--- src/rtl/cinstr_expander.sv ---
module cinstr_expander #(
  parameter int SP_REG   = 2,
  parameter int REG4_BASE = 8
) (
  input  logic        clk,
  input  logic        rst,
  input  logic        in_valid,
  input  logic [15:0] in_word,
  output logic        out_valid,
  output logic [31:0] out_instr,
  output logic        out_illegal,
  output logic        out_trap
);
  localparam logic [6:0] OP_LOAD   = 7'b0000011;
  localparam logic [6:0] OP_FLOAD  = 7'b0000111;
  localparam logic [6:0] OP_IMM    = 7'b0010011;
  localparam logic [6:0] OP_IMMW   = 7'b0011011;
  localparam logic [6:0] OP_STORE  = 7'b0100011;
  localparam logic [6:0] OP_FSTORE = 7'b0100111;
  localparam logic [6:0] OP_REG    = 7'b0110011;
  localparam logic [6:0] OP_LUI    = 7'b0110111;
  localparam logic [6:0] OP_REGW   = 7'b0111011;
  localparam logic [6:0] OP_JAL    = 7'b1101111;
  localparam logic [4:0] SPR       = 5'(SP_REG);
  localparam logic [4:0] RB4       = 5'(REG4_BASE);

  function automatic logic [31:0] fi(logic [11:0] imm, logic [4:0] rs1, logic [2:0] f3,
                                     logic [4:0] rd, logic [6:0] op);
    return {imm, rs1, f3, rd, op};
  endfunction

  function automatic logic [31:0] fr(logic [6:0] f7, logic [4:0] rs2, logic [4:0] rs1,
                                     logic [2:0] f3, logic [4:0] rd, logic [6:0] op);
    return {f7, rs2, rs1, f3, rd, op};
  endfunction

  function automatic logic [31:0] fs(logic [11:0] imm, logic [4:0] rs2, logic [4:0] rs1,
                                     logic [2:0] f3, logic [6:0] op);
    return {imm[11:5], rs2, rs1, f3, imm[4:0], op};
  endfunction

  logic [15:0] w;
  logic [4:0]  r5, i5, ra4, rb4;
  logic [11:0] simm, lsoff, spoff, fpoff;
  logic [20:0] joff;
  logic [31:0] ins;
  logic        ill, trp;

  assign w     = in_word;
  assign r5    = {w[12], w[11:8]};
  assign i5    = {w[13], w[7:4]};
  assign ra4   = RB4 + {1'b0, w[11:8]};
  assign rb4   = RB4 + {1'b0, w[7:4]};
  assign simm  = {{7{i5[4]}}, i5};
  assign lsoff = w[15] ? {6'b0, w[14:12], 3'b0} : {7'b0, w[14:12], 2'b0};
  assign spoff = w[14] ? {4'b0, i5, 3'b0} : {5'b0, i5, 2'b0};
  assign fpoff = {4'b0, i5, 3'b0};
  assign joff  = {{10{w[13]}}, w[13:4], 1'b0};

  always_comb begin
    ins = 32'h0;
    ill = 1'b0;
    trp = 1'b0;
    unique case (w[3:0])
      4'b0000: begin
        if (w == 16'h0000) trp = 1'b1;
        else begin
          unique case (w[15:14])
            2'b00: ins = fi(simm, r5, 3'b000, r5, OP_IMM);
            2'b01: ins = fi(simm, 5'd0, 3'b000, r5, OP_IMM);
            2'b10: ins = fr(7'h00, i5, r5, 3'b000, r5, OP_REG);
            default: ins = fr(7'h00, i5, 5'd0, 3'b000, r5, OP_REG);
          endcase
        end
      end
      4'b0100: begin
        unique case (w[15:12])
          4'h0: ins = fi({8'h00, w[7:4]}, ra4, 3'b000, ra4, OP_IMMW);
          4'h1: ins = fr(7'h20, rb4, ra4, 3'b000, ra4, OP_REG);
          4'h2: ins = fi({8'hFF, ~w[7:4]}, ra4, 3'b000, ra4, OP_IMMW);
          4'h3: ins = fi(12'h000, rb4, 3'b000, ra4, OP_IMMW);
          4'h4: ins = fr(7'h00, rb4, ra4, 3'b000, ra4, OP_REGW);
          4'h5: ins = fr(7'h00, rb4, ra4, 3'b111, ra4, OP_REG);
          4'h6: ins = fr(7'h00, rb4, ra4, 3'b110, ra4, OP_REG);
          4'h7: ins = fr(7'h00, rb4, ra4, 3'b100, ra4, OP_REG);
          default: ill = 1'b1;
        endcase
      end
      4'b0001: ins = fi(lsoff, rb4, {2'b01, w[15]}, ra4, OP_LOAD);
      4'b0101: ins = fs(lsoff, ra4, rb4, {2'b01, w[15]}, OP_STORE);
      4'b1001: ins = w[15] ? fs(spoff, r5, SPR, {2'b01, w[14]}, OP_STORE)
                           : fi(spoff, SPR, {2'b01, w[14]}, r5, OP_LOAD);
      4'b1101: begin
        unique case (w[15:14])
          2'b00: ins = {joff[20], joff[10:1], joff[11], joff[19:12], 5'd0, OP_JAL};
          2'b01: ins = fi(fpoff, SPR, 3'b011, r5, OP_FLOAD);
          2'b10: ins = {{15{i5[4]}}, i5, r5, OP_LUI};
          default: ins = fs(fpoff, r5, SPR, 3'b011, OP_FSTORE);
        endcase
      end
      default: ill = 1'b1;
    endcase
  end

  always_ff @(posedge clk) begin
    if (rst) begin
      out_valid   <= 1'b0;
      out_instr   <= 32'h0;
      out_illegal <= 1'b0;
      out_trap    <= 1'b0;
    end else begin
      out_valid <= in_valid;
      if (in_valid) begin
        out_instr   <= ins;
        out_illegal <= ill;
        out_trap    <= trp;
      end
    end
  end

  logic past_ok;
  always_ff @(posedge clk) past_ok <= !rst;


  valid_follow_chk: assert property (@(posedge clk) disable iff (rst)
    past_ok |-> out_valid == $past(in_valid));


  hold_when_idle_chk: assert property (@(posedge clk) disable iff (rst)
    (past_ok && !$past(in_valid)) |-> ($stable(out_instr) && $stable(out_illegal) && $stable(out_trap)));


  trap_clean_chk: assert property (@(posedge clk) disable iff (rst)
    out_trap |-> (out_instr == 32'h0 && !out_illegal));


  illegal_zero_chk: assert property (@(posedge clk) disable iff (rst)
    out_illegal |-> out_instr == 32'h0);


  full_width_chk: assert property (@(posedge clk) disable iff (rst)
    (out_valid && !out_illegal && !out_trap) |-> out_instr[1:0] == 2'b11);
endmodule

--- config.mk ---
export PLATFORM = sky130hd
export DESIGN_NAME = cinstr_expander
export DESIGN_NICKNAME = d
export VERILOG_FILES = /design/src/rtl/cinstr_expander.sv
export SDC_FILE = /design/constraint.sdc
export NUM_CORES = 1
export LEC_CHECK = 0
export BUFFER_PORTS_ARGS = -buffer_cell sky130_fd_sc_hd__buf_2
export CAP_MARGIN = 15
export CELL_PAD_IN_SITES_DETAIL_PLACEMENT = 0
export CELL_PAD_IN_SITES_GLOBAL_PLACEMENT = 1
export CORE_ASPECT_RATIO = 1.75
export CORE_MARGIN = 3
export CORE_UTILIZATION = 25
export DETAILED_ROUTE_END_ITERATION = 6
export GPL_ROUTABILITY_DRIVEN = 0
export PLACE_DENSITY = 0.67
export SYNTH_ARGS = -nofsm -noshare
export SYNTH_HDL_FRONTEND = slang
export SYNTH_SLANG_ARGS = --single-unit
--- constraint.sdc ---
create_clock -name clk -period 1.86 [get_ports clk]
set_input_delay 0.465 -clock clk [delete_from_list [all_inputs] [get_ports clk]]
set_output_delay 0.465 -clock clk [all_outputs]
set_load 0.02 [all_outputs]
==> results of run 1 <==
synthesized netlist by cell type, types with 3 or more instances:
cell / number
nand2_1: 37
dfxtp_1: 34
clkbuf_1: 24
o21ai_0: 24
a21oi_1: 20
nor2_1: 18
nand2b_1: 13
nor2b_1: 13
inv_1: 12
buf_2: 11
a211oi_1: 9
a221oi_1: 9
a31oi_1: 6
nor3_1: 6
nor4_1: 6
a2111oi_0: 5
mux2i_1: 5
o221ai_1: 5
o31ai_1: 5
and2_1: 4
a2bb2oi_1: 3
a311oi_1: 3
a32o_1: 3
a32oi_1: 3
nand3_1: 3
nand3b_1: 3
o211ai_1: 3
or2_2: 3
worst reg2reg max path: cells and delay by family (launching register included):
family,cells,cell delay (ns)
compound gates,2,0.58
flops,1,0.32
simple gates,1,0.16
cells in the final DEF (no fill, tap or decap), types with 3 or more instances in the layout:
cell,count
a221oi_1,9
nor2b_1,13
a32o_1,3
clkbuf_16,5
o21ai_0,24
nand3_1,3
a21oi_1,20
buf_4,89
a211oi_1,9
nor4_1,6
inv_1,12
or2_2,3
nand2_1,37
a32oi_1,3
nor3_1,6
a31oi_1,6
and2_1,4
a2bb2oi_1,3
a2111oi_0,3
o221ai_1,5
nand2b_1,13
mux2i_1,5
buf_12,3
dfxtp_1,34
o211ai_1,3
nand3b_1,3
buf_2,53
nor2_1,18
o31ai_1,5
a311oi_1,3
cells by family after synthesis:
group | share of synthesized area
AOI/OAI and AO/OA | 0.3557
DFF | 0.2556
and+or+nand+nor | 0.2613
xor gates and xnor gates | 0.003290
muxes | 0.04417
buffers and inverters | 0.07989
sequential cells by signal, summed over array words and instances (netlist names):
name	flops
out_illegal	1
out_instr	31
out_trap	1
out_valid	1
metrics by stage:
step / setup TNS, ns / setup WS (ns) / hold WS (ns) / total power, mW
6_report: 0 / 0.1065 / 0.4368 / 2.299
5_1_grt: 0 / 0.01909 / 0.4284 / 2.378
4_1_cts: 0 / 0.02229 / 0.4335 / 2.302
3_5_place_dp: -2.396 / -0.2960 / 0.4437 / 1.320
3_3_place_gp: -1.986 / -0.3012 / 0.4351 / 1.319
2_1_floorplan: -0.01414 / -0.01414 / 0.5373 / 1.051
cell type report:
class / count / area [um^2]
flip-flops and latches: 34 / 680.7
repair buffers: 145 / 993.5
well taps: 127 / 158.9
clock buffers: 7 / 132.6
clock inverters: 1 / 30.03
multi-input cells: 262 / 1782
inverters: 12 / 45.04
fillers: 1094 / 6539
final timing paths:
kind | from | to | slack, ns | cells past startpoint
hold / removal | rst | out_instr[16] | 0.44 | 2
setup / recovery | in_word[2] | out_instr[20] | 0.11 | 7
setup reg to reg | out_instr[21] | out_instr[21] | 0.68 | 3
hold reg to reg | out_instr[4] | out_instr[4] | 0.45 | 2
power by group through the flow:
stage / clock network (mW) / logic [mW] / registers, mW
final: 0.978 / 0.575 / 0.746
after detailed placement: 0 / 0.558 / 0.762
after global placement: 0 / 0.556 / 0.763
after floorplan: 0 / 0.274 / 0.777
after global routing: 1.02 / 0.606 / 0.747
after CTS: 0.995 / 0.561 / 0.746
routing by layer:
metal	GRT usage	up-vias
met3	0.03592	70
met4	0.1924	0
met1	0.2182	1581
met5	0	-
li1	-	1541
met2	0.3714	190
==> out/qor.yml, run 1 <==
global_route:
  antenna_found_initial: 0
  grt_max_degree: 23
  grt_pass1_vias: 3442
  grt_overflow: 0
  grt_usage: 0.2143
  grt_pass1_wl_um: 19480
power:
  seq_power_share: 0.325
  p_int_mw: 1.617
  p_sw_mw: 0.6823
  p_leak_nw: 1.602
  power_density_mw_per_mm2: 601.5
  power.share.combinational: 0.250
  p_sw_frac: 0.2968
  peakVddDrop_uv: 408.4
  p_clk_frac: 0.425
synth:
  synth-main-ff-cell: "dfxtp_1"
  syn_nets: 365
  yosysSeqAreaShare: 0.2556
  syn_area_mm2: 0.002663
  ys_seq_elements: 34
  ys_warn_count: 0
  yosysTopAreaCell: "dfxtp_1"
  synth_area_leaders: "dfxtp_1 26%, nand2_1 5.2%, o21ai_0 4.5%, a21oi_1 3.8%, clkbuf_1 3.4%"
  synth_top_area_frac: 0.2556
  synth_cell_types: 71
  syn_inst: 346
  avgSynthCellArea_um2: 7.695
  synth-edff-count: 0
  async_reset_ff_frac: 0
placed_design:
  portBuffers: 53
  placed_cell_area_mm2: 0.003652
  dp_cells: 580
  hpwlAfterDp_um: 10020
routing:
  dr.pass1.iters: 5
  drt-met1-wl_um: 4491
  drt-wirelength-per-cell_um: 21.61
  top_layer_used: "met4"
  avgViaCountPerCell: 5.752
  drc: 0
  drt_wl_total_um: 12710
  final_antenna_net_count: 0
  via_count: 3382
  dr_wl_met3_um: 723
  wl_met2_um: 6277
  drtIter0Drc: 279
die:
  core-area_mm2: 0.01036
  io_pins: 54
  num_rows: 49
  start_util: 0.2570
  die_area_mm2: 0.01197
  fp.dieW_um: 84.01
  fp.dieH_um: 142.5
clocking:
  clk_latency_ns: 0.29
  clkTransAtPathRegs_ns: 0.06
  ctsHoldBuffers: 0
  cts_setup_buffers: 0
  cts-root-buf: "clkbuf_16"
  htreeDepth: 2
  clockBufferDepth: 2
  numCtsBuffers: 5
  cts_tree: "yes"
  cts_resized: 0
  cts_sinks: 34
sta:
  min_period_ns: 1.753
  fin_worst_skew_ns: 0
  tightest_slew_ns: 0.7975
  final_hold_viol_count: 0
  period_share: 0.9427
  drv_slew: 0
  relSlewSlack: 0.4664
  setup_viol: 0
  grt_setup_unrepaired: "no"
  fmax_mhz: 570.3
worst_setup_path:
  start_kind: "input port"
  crit_required_ns: 2.02
  slowest_delay_ns: 0.40
  worstSetupPathType: "in -> reg"
  crit_family: "compound AO/OA/AOI/OAI gates"
  slowest_stage: "a2111oi_0"
  crit_top_cell: "buf_4"
  endpoint_kind: "flip-flop"
  critical_path_buf_inv_count: 3
  path_max_fanout: 10
  cp.arrival_ns: 1.91
  path_cells: "buf_2 -> buf_4 -> nand2_1 -> nor3_1 -> buf_4 -> a2111oi_0 -> o32ai_1"
cells_and_area:
  nets: 479
  finalCoreUtilization: 0.3689
  stdcell_count: 588
  antennaDiodeCount: 0
  final_area_mm2: 0.003822
  drive_gt1_frac: 0.3709
  area_delta_synth_final_pct: 43.56
run:
  cap_violations: 0
run_status:
  outcome: "finished clean"
worst_hold_path:
  hp-class: "in -> reg"
Power figures use the tool's default switching activity.
==> run 2, diff against run 1 <==
- RECOVER_POWER: not set -> 50
==> run 2 against run 1 <==
Sequential cell count did not move. Hold slack got worse by 0.0048 ns. Clock skew did not move. Critical endpoint unchanged. Largest power group unchanged.
==> out/qor.yml, run 2 (synthesis gave the netlist of run 1 again) <==
placed_design:
  post-place-ws_ns: -0.2960  # unchanged
  hpwlAfterDp_um: 10020  # unchanged
  dp_cells: 580  # unchanged
  placed_cell_area_mm2: 0.003652  # unchanged
  portBuffers: 53  # unchanged
cells_and_area:
  stdcell_count: 588  # unchanged
  antennaDiodeCount: 0  # unchanged
  final_cell_mix: "87 x buf_4, 37 x nand2_1, 36 x clkbuf_1, 34 x dfxtp_1, 24 x o21ai_0"  # was 89 x buf_4, 53 x buf_2, 37 x nand2_1, 34 x dfxtp_1, 24 x o21ai_0
  final_common_cell: "buf_4"  # unchanged
  n_fill_cell: 1119  # was 1094
  final_area_mm2: 0.003775  # was 0.003822 mm^2
  top_register: "out_instr"  # unchanged
  seq_area_um2: 680.7  # unchanged
  multiInputGateArea_mm2: 0.001782  # unchanged
  area_delta_synth_final_pct: 41.78  # was 43.56%
  drive_gt1_frac: 0.2972  # was 0.3709
  largest_register_ffs: 31  # unchanged
  nets: 479  # unchanged
worst_hold_path:
  hp-class: "in -> reg"  # unchanged
  hold-path-cell-count: 2  # unchanged
  holdPathEnd: "out_instr[16]"  # unchanged
  hold_start: "rst"  # unchanged
worst_setup_path:
  endpoint_kind: "flip-flop"  # unchanged
  critPathLaunch: "in_word[2]"  # unchanged
  worstSetupPathType: "in -> reg"  # unchanged
  r2r_end: "out_instr[21]"  # unchanged
  r2r_cells: 3  # unchanged
  start_kind: "input port"  # unchanged
  cp.arrival_ns: 1.96  # was 1.91 ns
  crit_required_ns: 2.02  # about the same
  timing.rr.start: "out_instr[21]"  # unchanged
  path_max_fanout: 10  # unchanged
  r2r_slack_ns: 0.67  # was 0.68 ns
sta:
  tightest_slew_ns: 0.8125  # was 0.7975 ns
  fin_worst_skew_ns: 0  # unchanged
  grt_setup_unrepaired: "no"  # unchanged
  min_period_ns: 1.805  # was 1.753 ns
  relSlewSlack: 0.4563  # was 0.4664
  period_share: 0.9702  # was 0.9427
  worst_slack_ns: 0.05537  # was 0.1065 ns
  final_hold_viol_count: 0  # unchanged
  setup_viol: 0  # unchanged
  tns_ns: 0  # unchanged
  drv_slew: 0  # unchanged
  fmax_mhz: 554.1  # was 570.3 MHz
die:
  die_area_mm2: 0.01197  # unchanged
  core-area_mm2: 0.01036  # unchanged
  io_pins: 54  # unchanged
  fp.dieH_um: 142.5  # unchanged
  start_util: 0.2570  # unchanged
  num_rows: 49  # unchanged
  fp.dieW_um: 84.01  # unchanged
routing:
  via_count: 3395  # was 3382
  drt-wirelength-per-cell_um: 21.71  # was 21.61 um
  final_antenna_net_count: 0  # unchanged
  dr.pass1.iters: 7  # was 5
  drt_wl_total_um: 12760  # was 12710 um
  drtIter0Drc: 284  # was 279
  avgViaCountPerCell: 5.774  # was 5.752
  drc: 0  # unchanged
global_route:
  antenna_found_initial: 0  # unchanged
  grt_pass1_vias: 3442  # unchanged
  grt_usage: 0.2143  # unchanged
  grt_pass1_wl_um: 19480  # unchanged
  grt_overflow: 0  # unchanged
  grt_max_degree: 23  # unchanged
clocking:
  cts-root-buf: "clkbuf_16"  # unchanged
  clockBufferDepth: 2  # unchanged
  clk_latency_ns: 0.29  # about the same
  numCtsBuffers: 5  # unchanged
  cts_setup_buffers: 0  # unchanged
  cts_tree: "yes"  # unchanged
  cts_sinks: 34  # unchanged
  clkTransAtPathRegs_ns: 0.06  # about the same
  htreeDepth: 2  # unchanged
power:
  p_total_mw: 2.302  # was 2.299 mW
  power_density_mw_per_mm2: 609.8  # was 601.5 mW/mm^2
  p_leak_nw: 1.456  # was 1.602 nW
  peakVddDrop_uv: 410.9  # was 408.4 uV
run_status:
  outcome: "finished clean"  # unchanged
run:
  cap_violations: 0  # unchanged
run 2: cell types whose count changed in the layout (fill, tap and decap cells not counted), sizes merged:
cell | before | now
buf | 145 | 111
clkbuf | 7 | 41
run 2: layout make-up:
class,instances,area share
multi-input combinational,262,0.4720
sequential,34,0.1803
inverter,12,0.01193
clock buffer,7,0.03513
clock inverter,1,0.007955
timing repair buffer,145,0.2506
tap,127,0.04209
run 2: worst max-delay path, stage by stage:
cell	delay [ns]
buf_2	0.17
buf_4	0.19
nand2_1	0.26
nor3_1	0.08
buf_4	0.18
a2111oi_0	0.45
o32ai_1	0.16
run 2: report_power, final:
part | internal [mW] | switching (mW)
combinational | 0.238 | 0.334
clock | 0.634 | 0.350
sequential | 0.741 | 0.00628
total | 1.61 | 0.690
run 2: per-layer routing:
metal  track usage  wire length [um]
met2        0.3714              6317
met4        0.1924              1165
met3       0.03592               735
met5             0                 0
met1        0.2182              4544
run 2: worst max path at each step:
stage | endpoint | slack, ns | depth (start not counted)
2_1_floorplan | out_instr[18] | -0.01 | 5
6_report | out_instr[20] | 0.06 | 7
3_5_place_dp | out_instr[11] | -0.30 | 7
4_1_cts | out_instr[14] | 0.02 | 5
5_1_grt | out_instr[18] | 0.02 | 5
3_3_place_gp | out_instr[11] | -0.30 | 7
run 2: timing repair:
action / CTS / global route
hold buffers: 0 / 0
gates resized for setup: 0 / 3
setup endpoints to repair: 0 / 2
run 2: through the flow:
step / hold WS, ns / utilization
final: 0.4320 / 0.3643
after global routing: 0.4284 / 0.3643
after CTS: 0.4335 / 0.3682
after detailed placement: 0.4437 / 0.3525
after global placement: 0.4351 / 0.3525
after floorplan: 0.5373 / -
==> run 3, diff against run 2 <==
- CORE_UTILIZATION: 25 -> 30
- PLACE_DENSITY: 0.67 -> 0.76
==> run 3 against run 2 <==
Design area is 2.3% lower. Final cell count fell by 3.4%. First-iteration DRC count up 78%. Maximum frequency rose by 2.7%. Core utilization up 7.1 points. Hold slack improved by 0.020 ns. Critical endpoint is now out_instr[14]. Largest cell class unchanged. Largest power group unchanged.
==> out/qor.yml, run 3 (synthesis gave the netlist of run 1 again) <==
routing:
  drc: 0  # unchanged
  avgViaCountPerCell: 5.984  # was 5.774
  drt_wl_total_um: 11500  # was 12760 um
  final_antenna_net_count: 0  # unchanged
  drt-wirelength-per-cell_um: 20.24  # was 21.71 um
  via_count: 3399  # was 3395
  dr.pass1.iters: 7  # unchanged
  drtIter0Drc: 505  # was 284
global_route:
  grt_pass1_wl_um: 17790  # was 19480 um
  grt_max_degree: 21  # was 23
  grt_usage: 0.2281  # was 0.2143
  grt_pass1_vias: 3393  # was 3442
  antenna_found_initial: 0  # unchanged
  grt_overflow: 0  # unchanged
sta:
  period_share: 0.9449  # was 0.9702
  fmax_mhz: 569.0  # was 554.1 MHz
  grt_setup_unrepaired: "no"  # unchanged
  setup_viol: 0  # unchanged
  tightest_slew_ns: 0.8096  # was 0.8125 ns
  worst_slack_ns: 0.1024  # was 0.05537 ns
  min_period_ns: 1.758  # was 1.805 ns
  final_hold_viol_count: 0  # unchanged
  drv_slew: 0  # unchanged
  fin_worst_skew_ns: 0  # unchanged
  relSlewSlack: 0.4583  # was 0.4563
  whs_ns: 0.4523  # was 0.4320 ns
  tns_ns: 0  # unchanged
clocking:
  cts-root-buf: "clkbuf_16"  # unchanged
  cts_setup_buffers: 0  # unchanged
  clk_latency_ns: 0.28  # was 0.29 ns
  cts_sinks: 34  # unchanged
  ctsHoldBuffers: 0  # unchanged
  numCtsBuffers: 5  # unchanged
  clkTransAtPathRegs_ns: 0.05  # was 0.06 ns
  cts_tree: "yes"  # unchanged
  clockBufferDepth: 2  # unchanged
  htreeDepth: 2  # unchanged
worst_setup_path:
  cp.arrival_ns: 1.97  # was 1.96 ns
  r2r_cells: 3  # unchanged
  path_cells: "buf_2 -> buf_4 -> or3b_2 -> a2111oi_0 -> a221oi_1 -> o21ai_0"  # was buf_2 -> buf_4 -> nand2_1 -> nor3_1 -> buf_4 -> a2111oi_0 -> o32ai_1
  critical_path_buf_inv_count: 2  # was 3
  crit_required_ns: 2.07  # was 2.02 ns
  endpoint_kind: "flip-flop"  # unchanged
  slowest_delay_ns: 0.48  # was 0.45 ns
  slowest_stage: "a2111oi_0"  # unchanged
  worstSetupPathType: "in -> reg"  # unchanged
  path_max_fanout: 6  # was 10
  crit_cells: 6  # was 7
  start_kind: "input port"  # unchanged
  crit_family: "compound AO/OA/AOI/OAI gates"  # unchanged
cells_and_area:
  multiInputGateArea_mm2: 0.001780  # was 0.001782 mm^2
  final_cell_mix: "83 x buf_4, 37 x nand2_1, 34 x dfxtp_1, 33 x clkbuf_1, 24 x o21ai_0"  # was 87 x buf_4, 37 x nand2_1, 36 x clkbuf_1, 34 x dfxtp_1, 24 x o21ai_0
  final_area_mm2: 0.003687  # was 0.003775 mm^2
  area_delta_synth_final_pct: 38.49  # was 41.78%
  seq_area_um2: 680.7  # unchanged
  antennaDiodeCount: 0  # unchanged
  final_common_cell: "buf_4"  # unchanged
  nets: 471  # was 479
  top_register: "out_instr"  # unchanged
  largest_register_ffs: 31  # unchanged
  n_fill_cell: 912  # was 1119
  drive_gt1_frac: 0.2914  # was 0.2972
run_status:
  outcome: "finished clean"  # unchanged
power:
  p_total_mw: 2.251  # was 2.302 mW
  p_leak_nw: 1.410  # was 1.456 nW
  power_density_mw_per_mm2: 610.4  # was 609.8 mW/mm^2
  peakVddDrop_uv: 306.8  # was 410.9 uV
placed_design:
  portBuffers: 53  # unchanged
  post-place-ws_ns: -0.1823  # was -0.2960 ns
  placed_cell_area_mm2: 0.003552  # was 0.003652 mm^2
  hpwlAfterDp_um: 9022  # was 10020 um
die:
  start_util: 0.3140  # was 0.2570
  num_rows: 44  # was 49
  die_area_mm2: 0.01009  # was 0.01197 mm^2
  io_pins: 54  # unchanged
  fp.dieW_um: 77.22  # was 84.01 um
  fp.dieH_um: 130.6  # was 142.5 um
  core-area_mm2: 0.008478  # was 0.01036 mm^2
worst_hold_path:
  hp-class: "reg -> reg"  # was in -> reg
  hold-path-cell-count: 2  # unchanged
run:
  cap_violations: 0  # unchanged
==> run 3: changes by cell type in the layout (fill, tap and decap cells not counted) <==
cell / previous run / this run
nor4_1: 6 / 5
a2111oi_2: 1 / 0
clkbuf_1: 36 / 33
nor4_2: 0 / 1
buf_12: 3 / 1
clkinvlp_4: 0 / 2
buf_2: 21 / 20
a2111oi_1: 1 / 0
buf_4: 87 / 83
a2111oi_0: 3 / 5
==> run 3: worst reg2reg max path, cell delays in order, from the launching register on <==
cell       delay (ns)
dfxtp_1          0.31
nor2b_1          0.15
a2111oi_0        0.47
o22ai_1          0.13
==> run 3: report_power, final <==
group / leakage (nW) / switching (mW) / internal (mW) / total [mW]
clock network: 0.0760 / 0.326 / 0.631 / 0.957
logic: 1.06 / 0.323 / 0.223 / 0.547
registers: 0.275 / 0.00631 / 0.741 / 0.747
total: 1.41 / 0.656 / 1.59 / 2.25
==> run 3: area by class of cell <==
cell class / instances / share of cell area
multi-input combinational: 262 / 0.4829
clock buffer: 5 / 0.03393
timing repair buffer: 137 / 0.2352
tap: 115 / 0.03902
inverter: 12 / 0.01222
sequential: 34 / 0.1846
clock inverter: 3 / 0.01222
==> run 3: final timing paths <==
check | from | to | slack [ns]
worst min register to register | out_instr[8] | out_instr[8] | 0.45
worst max register to register | out_instr[21] | out_instr[21] | 0.67
worst min-delay path | out_instr[8] | out_instr[8] | 0.45
worst max-delay path | in_word[0] | out_instr[14] | 0.10
==> run 3: timing repair <==
item	in CTS	in global routing
resized for setup	0	1
endpoints found under the setup margin	0	1
endpoints found under the hold margin	0	0
==> run 3: per-layer routing <==
metal,GRT usage,part of all wire,vias up
li1,-,-,1520
met1,0.2382,0.35,1573
met2,0.3887,0.48,231
met3,0.03635,0.069,75
met4,0.2138,0.092,0
met5,0,0,-
==> run 3: metrics by stage <==
stage	instances	util
2_1_floorplan	346	-
3_3_place_gp	560	0.4190
3_5_place_dp	560	0.4190
4_1_cts	568	0.4391
5_1_grt	568	0.4349
6_report	568	0.4349
